### config.mk
export PLATFORM = sky130hd
export DESIGN_NAME = vec_policy_merge
export DESIGN_NICKNAME = d
export VERILOG_FILES = /design/src/rtl/vpm_pkg.sv /design/src/rtl/vpm_decode.sv /design/src/rtl/vpm_lane.sv /design/src/rtl/vpm_maskbits.sv /design/src/rtl/vpm_combine.sv /design/src/rtl/vec_policy_merge.sv
export SDC_FILE = /design/constraint.sdc
export NUM_CORES = 1
export LEC_CHECK = 0
export ABC_CLOCK_PERIOD_IN_PS = 9800
export BUFFER_PORTS_ARGS = -buffer_cell sky130_fd_sc_hd__buf_2
export CORE_MARGIN = 4
export CORE_UTILIZATION = 29
export DETAILED_ROUTE_END_ITERATION = 8
export PLACE_DENSITY_LB_ADDON = 0.25
export SETUP_SLACK_MARGIN = 0.5
export SLEW_MARGIN = 20
export SYNTH_ARGS = -nofsm -noshare
export SYNTH_HDL_FRONTEND = slang
export SYNTH_SLANG_ARGS = --single-unit
### constraint.sdc
create_clock -name clk -period 9.8 [get_ports clk]
set_input_delay 0.49 -clock clk [delete_from_list [all_inputs] [get_ports clk]]
set_output_delay 0.49 -clock clk [all_outputs]
set_load 0.01 [all_outputs]
### src/rtl/vpm_pkg.sv
package vpm_pkg;

    typedef enum logic [2:0] {
        OPC_ELEM    = 3'd0,
        OPC_MASKDST = 3'd1,
        OPC_REDUCE  = 3'd2,
        OPC_NOMASK  = 3'd3,
        OPC_STORE   = 3'd4
    } op_class_e;

    // Decoded control that steers the merge datapath.
    typedef struct packed {
        logic [1:0] wcode;       // width code used for element layout
        logic       frac;        // register only partly occupied
        logic [1:0] frac_shift;  // log2 of the fraction divisor
        logic       use_ridx;    // group spans several registers
        logic       mask_dst;    // bit-per-element destination
        logic       reduce;      // single-element body
        logic       mask_apply;  // mask bits create inactive elements
        logic       keep_all;    // destination left untouched
        logic       wen;         // register write enable
    } vpm_ctrl_t;

    function automatic logic signed [4:0] lmul_log(input logic [2:0] code);
        return signed'({code[2], code[2], code});
    endfunction

    function automatic logic signed [4:0] wlog_diff(input logic [1:0] a, input logic [1:0] b);
        return signed'({3'b000, a}) - signed'({3'b000, b});
    endfunction

endpackage

### src/rtl/vpm_decode.sv
module vpm_decode
    import vpm_pkg::*;
(
    input  logic [1:0] sew,
    input  logic [1:0] eew,
    input  logic [2:0] lmul,
    input  logic       seg_en,
    input  logic [2:0] op_class,
    input  logic       mask_en,
    output vpm_ctrl_t  ctrl
);

    op_class_e           opc;
    logic                elem_like;
    logic                seg_act;
    logic signed [4:0]   emul_log;
    logic signed [4:0]   emul_neg;

    assign opc = op_class_e'(op_class);

    always_comb begin
        elem_like = (opc == OPC_ELEM) || (opc == OPC_NOMASK);
        seg_act   = seg_en && elem_like;
        emul_log  = lmul_log(lmul) + (seg_act ? wlog_diff(eew, sew) : 5'sd0);
        emul_neg  = -emul_log;

        ctrl            = '0;
        ctrl.wcode      = seg_act ? eew : sew;
        ctrl.frac       = (emul_log < 5'sd0);
        if (emul_log < -5'sd3) begin
            ctrl.frac_shift = 2'd3;
        end else if (emul_log < 5'sd0) begin
            ctrl.frac_shift = emul_neg[1:0];
        end else begin
            ctrl.frac_shift = 2'd0;
        end
        ctrl.use_ridx   = (emul_log > 5'sd0);
        ctrl.mask_dst   = (opc == OPC_MASKDST);
        ctrl.reduce     = (opc == OPC_REDUCE);
        ctrl.mask_apply = mask_en && ((opc == OPC_ELEM) || (opc == OPC_MASKDST));
        ctrl.keep_all   = (opc == OPC_STORE);
        ctrl.wen        = (opc != OPC_STORE);
    end

endmodule

### src/rtl/vpm_lane.sv
// Classifies every element of one fixed width as tail or inactive and
// expands the result to bit granularity.
module vpm_lane #(
    parameter  int VLEN = 128,
    parameter  int EW   = 8,
    localparam int IW   = $clog2(VLEN)
) (
    input  logic [IW:0]     vl,
    input  logic [VLEN-1:0] mask,
    input  logic [2:0]      reg_index,
    input  logic            use_ridx,
    input  logic            frac,
    input  logic [1:0]      frac_shift,
    input  logic            reduce,
    input  logic            mask_apply,
    output logic [VLEN-1:0] tail_bits,
    output logic [VLEN-1:0] inact_bits
);

    localparam int          EPR   = VLEN / EW;
    localparam logic [IW:0] EPR_V = (IW+1)'(EPR);

    logic [IW:0] base;
    logic [IW:0] cap;

    assign base = use_ridx ? ((IW+1)'(reg_index) * EPR_V) : '0;
    assign cap  = frac ? (EPR_V >> frac_shift) : EPR_V;

    for (genvar j = 0; j < EPR; j++) begin : g_el
        localparam logic [IW:0] JV   = (IW+1)'(j);
        localparam logic        NOT0 = (j != 0);
        logic [IW:0] idx;
        logic        is_tail;
        logic        is_inact;

        assign idx      = base + JV;
        assign is_tail  = reduce ? NOT0 : ((JV >= cap) || (idx >= vl));
        assign is_inact = !reduce && mask_apply && !mask[idx[IW-1:0]];

        assign tail_bits[j*EW +: EW]  = {EW{is_tail}};
        assign inact_bits[j*EW +: EW] = {EW{is_inact}};
    end

endmodule

### src/rtl/vpm_maskbits.sv
// Bit-per-element classification for mask-producing operations.
module vpm_maskbits #(
    parameter  int VLEN = 128,
    localparam int IW   = $clog2(VLEN)
) (
    input  logic [IW:0]     vl,
    input  logic [VLEN-1:0] mask,
    input  logic            mask_apply,
    output logic [VLEN-1:0] tail_bits,
    output logic [VLEN-1:0] inact_bits
);

    for (genvar b = 0; b < VLEN; b++) begin : g_bit
        localparam logic [IW:0] BV = (IW+1)'(b);
        assign tail_bits[b]  = (BV >= vl);
        assign inact_bits[b] = mask_apply && !mask[b];
    end

endmodule

### src/rtl/vpm_combine.sv
// Chooses new data, old data or ones for every bit.
module vpm_combine #(
    parameter int VLEN = 128
) (
    input  logic [VLEN-1:0] tail_bits,
    input  logic [VLEN-1:0] inact_bits,
    input  logic [VLEN-1:0] new_data,
    input  logic [VLEN-1:0] old_data,
    input  logic            tail_agn,
    input  logic            mask_agn,
    input  logic            keep_all,
    output logic [VLEN-1:0] result
);

    logic [VLEN-1:0] keep;
    logic [VLEN-1:0] fill;
    logic [VLEN-1:0] body_inact;

    always_comb begin
        body_inact = ~tail_bits & inact_bits;
        fill = (tail_bits & {VLEN{tail_agn}}) | (body_inact & {VLEN{mask_agn}});
        keep = {VLEN{keep_all}}
             | (tail_bits & {VLEN{!tail_agn}})
             | (body_inact & {VLEN{!mask_agn}});
        result = (old_data & keep) | (~keep & fill) | (~keep & ~fill & new_data);
    end

endmodule

### src/rtl/vec_policy_merge.sv
module vec_policy_merge
    import vpm_pkg::*;
#(
    parameter  int VLEN = 128,
    localparam int IW   = $clog2(VLEN)
) (
    input  logic            clk,
    input  logic            rst,
    input  logic            in_valid,
    input  logic [VLEN-1:0] new_data,
    input  logic [VLEN-1:0] old_data,
    input  logic [VLEN-1:0] mask,
    input  logic [IW:0]     vl,
    input  logic [1:0]      sew,
    input  logic [1:0]      eew,
    input  logic [2:0]      lmul,
    input  logic            seg_en,
    input  logic [2:0]      reg_index,
    input  logic [2:0]      op_class,
    input  logic            mask_en,
    input  logic            tail_agn,
    input  logic            mask_agn,
    output logic            out_valid,
    output logic [VLEN-1:0] out_data,
    output logic            out_we
);

    localparam int NW = 4;  // one lane per width code

    vpm_ctrl_t       ctrl;
    logic [VLEN-1:0] lane_tail  [NW];
    logic [VLEN-1:0] lane_inact [NW];
    logic [VLEN-1:0] mb_tail;
    logic [VLEN-1:0] mb_inact;
    logic [VLEN-1:0] sel_tail;
    logic [VLEN-1:0] sel_inact;
    logic [VLEN-1:0] merged;

    vpm_decode u_decode (
        .sew      (sew),
        .eew      (eew),
        .lmul     (lmul),
        .seg_en   (seg_en),
        .op_class (op_class),
        .mask_en  (mask_en),
        .ctrl     (ctrl)
    );

    for (genvar k = 0; k < NW; k++) begin : g_lane
        vpm_lane #(.VLEN(VLEN), .EW(8 << k)) u_lane (
            .vl         (vl),
            .mask       (mask),
            .reg_index  (reg_index),
            .use_ridx   (ctrl.use_ridx),
            .frac       (ctrl.frac),
            .frac_shift (ctrl.frac_shift),
            .reduce     (ctrl.reduce),
            .mask_apply (ctrl.mask_apply),
            .tail_bits  (lane_tail[k]),
            .inact_bits (lane_inact[k])
        );
    end

    vpm_maskbits #(.VLEN(VLEN)) u_maskbits (
        .vl         (vl),
        .mask       (mask),
        .mask_apply (ctrl.mask_apply),
        .tail_bits  (mb_tail),
        .inact_bits (mb_inact)
    );

    always_comb begin
        if (ctrl.mask_dst) begin
            sel_tail  = mb_tail;
            sel_inact = mb_inact;
        end else begin
            sel_tail  = lane_tail[ctrl.wcode];
            sel_inact = lane_inact[ctrl.wcode];
        end
    end

    vpm_combine #(.VLEN(VLEN)) u_combine (
        .tail_bits  (sel_tail),
        .inact_bits (sel_inact),
        .new_data   (new_data),
        .old_data   (old_data),
        .tail_agn   (tail_agn),
        .mask_agn   (mask_agn),
        .keep_all   (ctrl.keep_all),
        .result     (merged)
    );

    always_ff @(posedge clk) begin
        if (rst) begin
            out_valid <= 1'b0;
            out_we    <= 1'b0;
            out_data  <= '0;
        end else begin
            out_valid <= in_valid;
            if (in_valid) begin
                out_data <= merged;
                out_we   <= ctrl.wen;
            end
        end
    end

endmodule

==> results_dict.tcl <==
set metrics [dict create \
    muxShareOfSynthArea_pct 2.91 \
    finalCriticalPeriod_ns 6.55 \
    cts_tree "yes" \
    synth.top_cell.area_share_pct 16.1 \
    syn_avg_cell_area_sq_um 6.62 \
    die_h_microns 244 \
    htree_levels 4 \
    vias 24100 \
    clock_latency_ns 0.48 \
    cp.required_ns 10.22 \
    fmax_mhz 153 \
    start_util_pct 29.4 \
    cts_buffers 17 \
    critPathMaxFanout 24 \
    ys_seq_area_share_pct 16.1 \
    antenna_left 0 \
    synth_ff_type "dfxtp_1" \
    ctsLongestPathBuffers 2 \
    syn_nets 2886 \
    crit_buf_inv 4 \
    synthAdderAreaFrac_pct 2.12 \
    clock-root-buffer "clkbuf_16" \
    crit_arrival_ns 6.97 \
    clk_pin_slew_ns 0.07 \
    drive_above_1_share_pct 25.2 \
    worst_slew_pin_slew_ns 1.25 \
    finalCritPeriodShare_pct 66.9 \
    grt_usage_pct 39.4 \
    clock-sinks 130 \
    synth-edff-count 0 \
    portBuffers 541 \
    end_kind "flip-flop" \
    yosys.area_share.simple_pct 27.7 \
    fin_skew_ns 0 \
    die_width_microns 244 \
    gp_congestion 1.03 \
    drt_iter0_drc 3430 \
    grt_overflow 0 \
    wl_microns 125000 \
    drt_pass1_iterations 6 \
    setup_tns_ns 0 \
    p_leak_uw 0.00800 \
    grt_pass1_vias 22900 \
    hold_path_class "input port to flip-flop" \
    cp_slowest_cell "o21ai_2" \
    syn_area_sq_um 16200 \
    ys_types 105 \
    holdWs_ns 0.300 \
    drc 0 \
    grt_pass1_wl_microns 171000 \
    post_cts_buffers 0 \
    startpoint_type "input port" \
    viasPerCell 6.67 \
    slew-limit-headroom_pct 16.3 \
    outcome "finished, final reports clean" \
    netlist_instances 2449 \
    cp_top_family "compound AO/OA/AOI/OAI gates" \
    syn_to_final_growth_pct 23.2 \
    rows 86 \
    ioPinCount 542 \
    ys_async_sr_fraction_pct 0 \
    grt_max_degree 87 \
    drv_cap 0 \
    cts_repair_resize_count 0 \
    dp_hpwl_microns 96300 \
    crit_type "input port to flip-flop" \
    crit_chain "buf_2 > inv_1 > ha_1 > fa_1 > nor2_1 > fa_1 > inv_1 > fa_1 > nand2_1 > a211o_2 > nand2_2 > inv_2 > ha_1 > nand3_1 > nor2_1 > a2111oi_4 > o21ai_2 > nand3_1 > o221a_2 > a211oi_1 > a32o_1" \
    synth_compound_gate_area_share_pct 44.3 \
    power_density_nw_per_um2 125 \
    synth_top_family_by_area "compound AO/OA/AOI/OAI gates" \
    dieArea_sq_um 59700 \
    ys_ff_latch 130 \
    antenna_found_initial 18 \
    total_power_uw 2500 \
    cpPeakStageDelay_ns 0.66 \
    synth-xor-area-share_pct 0.100 \
    nNetsFinal 3280 \
    yosysTopAreaCell "dfxtp_1" \
    hold_violations 0 \
    hold_buffers 0 \
    finalSetupViolCount 0 \
    cp_common_cell "fa_1" \
    drv_slew 0 \
    ir_worst_vdd_mv 0.143 \
    wl_per_cell_microns 34.5 \
    core_area_sq_um 55200 \
    rsz0062_at_grt "false" \
    synth_area_leaders "dfxtp_1, a21oi_1, nor2_1" \
    ys_warn_count 0 \
]
## placed cells by master, fill, tap and decap left out, types with 19 or more instances in the layout
cell and count:
or2_2 19, o221ai_1 21, nor3_1 93, nand2_1 191, a211oi_1 48, a31oi_1 39, or4_1 36, dfxtp_1 130
inv_1 37, nor4_1 41, a21oi_1 252, a21o_1 19, o21ai_0 207, or3_1 38, o31ai_1 39, buf_4 53
nor2_1 306, nand2b_1 28, o41ai_1 47, nand3_1 59, o21a_1 68, o211ai_1 46, mux2i_1 30, o21ai_1 31
buf_2 541, a32o_1 19, ha_1 21
## sequential cells by signal (all words and copies together), names as in the netlist
signal,count
out_data,128
out_valid,1
out_we,1
## synthesized netlist by cell type (all sizes together), types with 17 or more instances
master,count
clkbuf,150
mux2i,31
dfxtp,130
ha,21
o211ai,47
inv,42
buf,69
a22oi,17
nor2b,17
o41ai,47
a32o,19
nand2,194
or4,36
or3,38
nor4,42
nand2b,31
a211oi,52
a21oi,257
o21ai,246
o21a,68
o221ai,22
nand3,60
o31ai,42
a21o,19
a31oi,41
nor3,96
or2,34
nor2,313
## path summary, 6_finish.rpt
kind | startpoint | end | slack [ns] | depth (start not counted)
max | eew[0] | out_data[54]$_SDFFE_PP0P_ | 3.25 | 21
min | old_data[113] | out_data[113]$_SDFFE_PP0P_ | 0.30 | 3
max reg2reg | out_data[62]$_SDFFE_PP0P_ | out_data[62]$_SDFFE_PP0P_ | 8.78 | 2
min reg2reg | out_data[80]$_SDFFE_PP0P_ | out_data[80]$_SDFFE_PP0P_ | 0.45 | 2
## report_power, final
part | total (uW) | internal [uW] | leakage [uW] | switching, uW
clock | 677 | 386 | 0.000273 | 291
combinational | 1180 | 377 | 0.00665 | 799
sequential | 647 | 595 | 0.00108 | 51.3
## cell type report
cell class | count | area, sq um
Clock buffer | 23 | 468
Tap cell | 748 | 936
Fill cell | 6092 | 35200
Antenna cell | 11 | 27.5
Sequential cell | 130 | 2600
Inverter | 44 | 165
Timing Repair Buffer | 594 | 3110
Clock inverter | 9 | 106
Multi-Input combinational cell | 2056 | 12500
## logic make-up after synthesis
group | count (synthesis)
adders and majority gates | 25
DFF | 130
and+or+nand+nor | 926
buffers and inverters | 263
xor gates and xnor gates | 1
AOI/OAI and AO/OA | 1059
muxes | 45
## stage by stage
stage	instances	worst slack, ns	util (%)	instance area [sq um]
floorplan	2449	4.45	-	16200
global placement	3572	3.04	35.0	19300
detailed placement	3572	2.91	35.0	19300
CTS	3604	3.43	36.1	19900
global route	3610	2.97	36.1	19900
finish	3615	3.25	36.2	20000
## worst min-delay path: stages
cell     delay (ns)
buf_2          0.11
inv_1          0.07
a31oi_1        0.07
## per-layer routing
| layer | vias to the layer above | track usage, % | wire, microns | part of all wire, % |
|---|---|---|---|---|
| met1 | 11500 | 50.1 | 48200 | 39 |
| met4 | 14 | 20.4 | 7690 | 6.2 |
| met2 | 1977 | 60.4 | 53300 | 43 |
| li1 | 10200 | - | - | - |
| met3 | 408 | 11.6 | 15400 | 12 |
| met5 | - | 0 | 84 | 0.067 |
(Power assumes the default switching activity.)
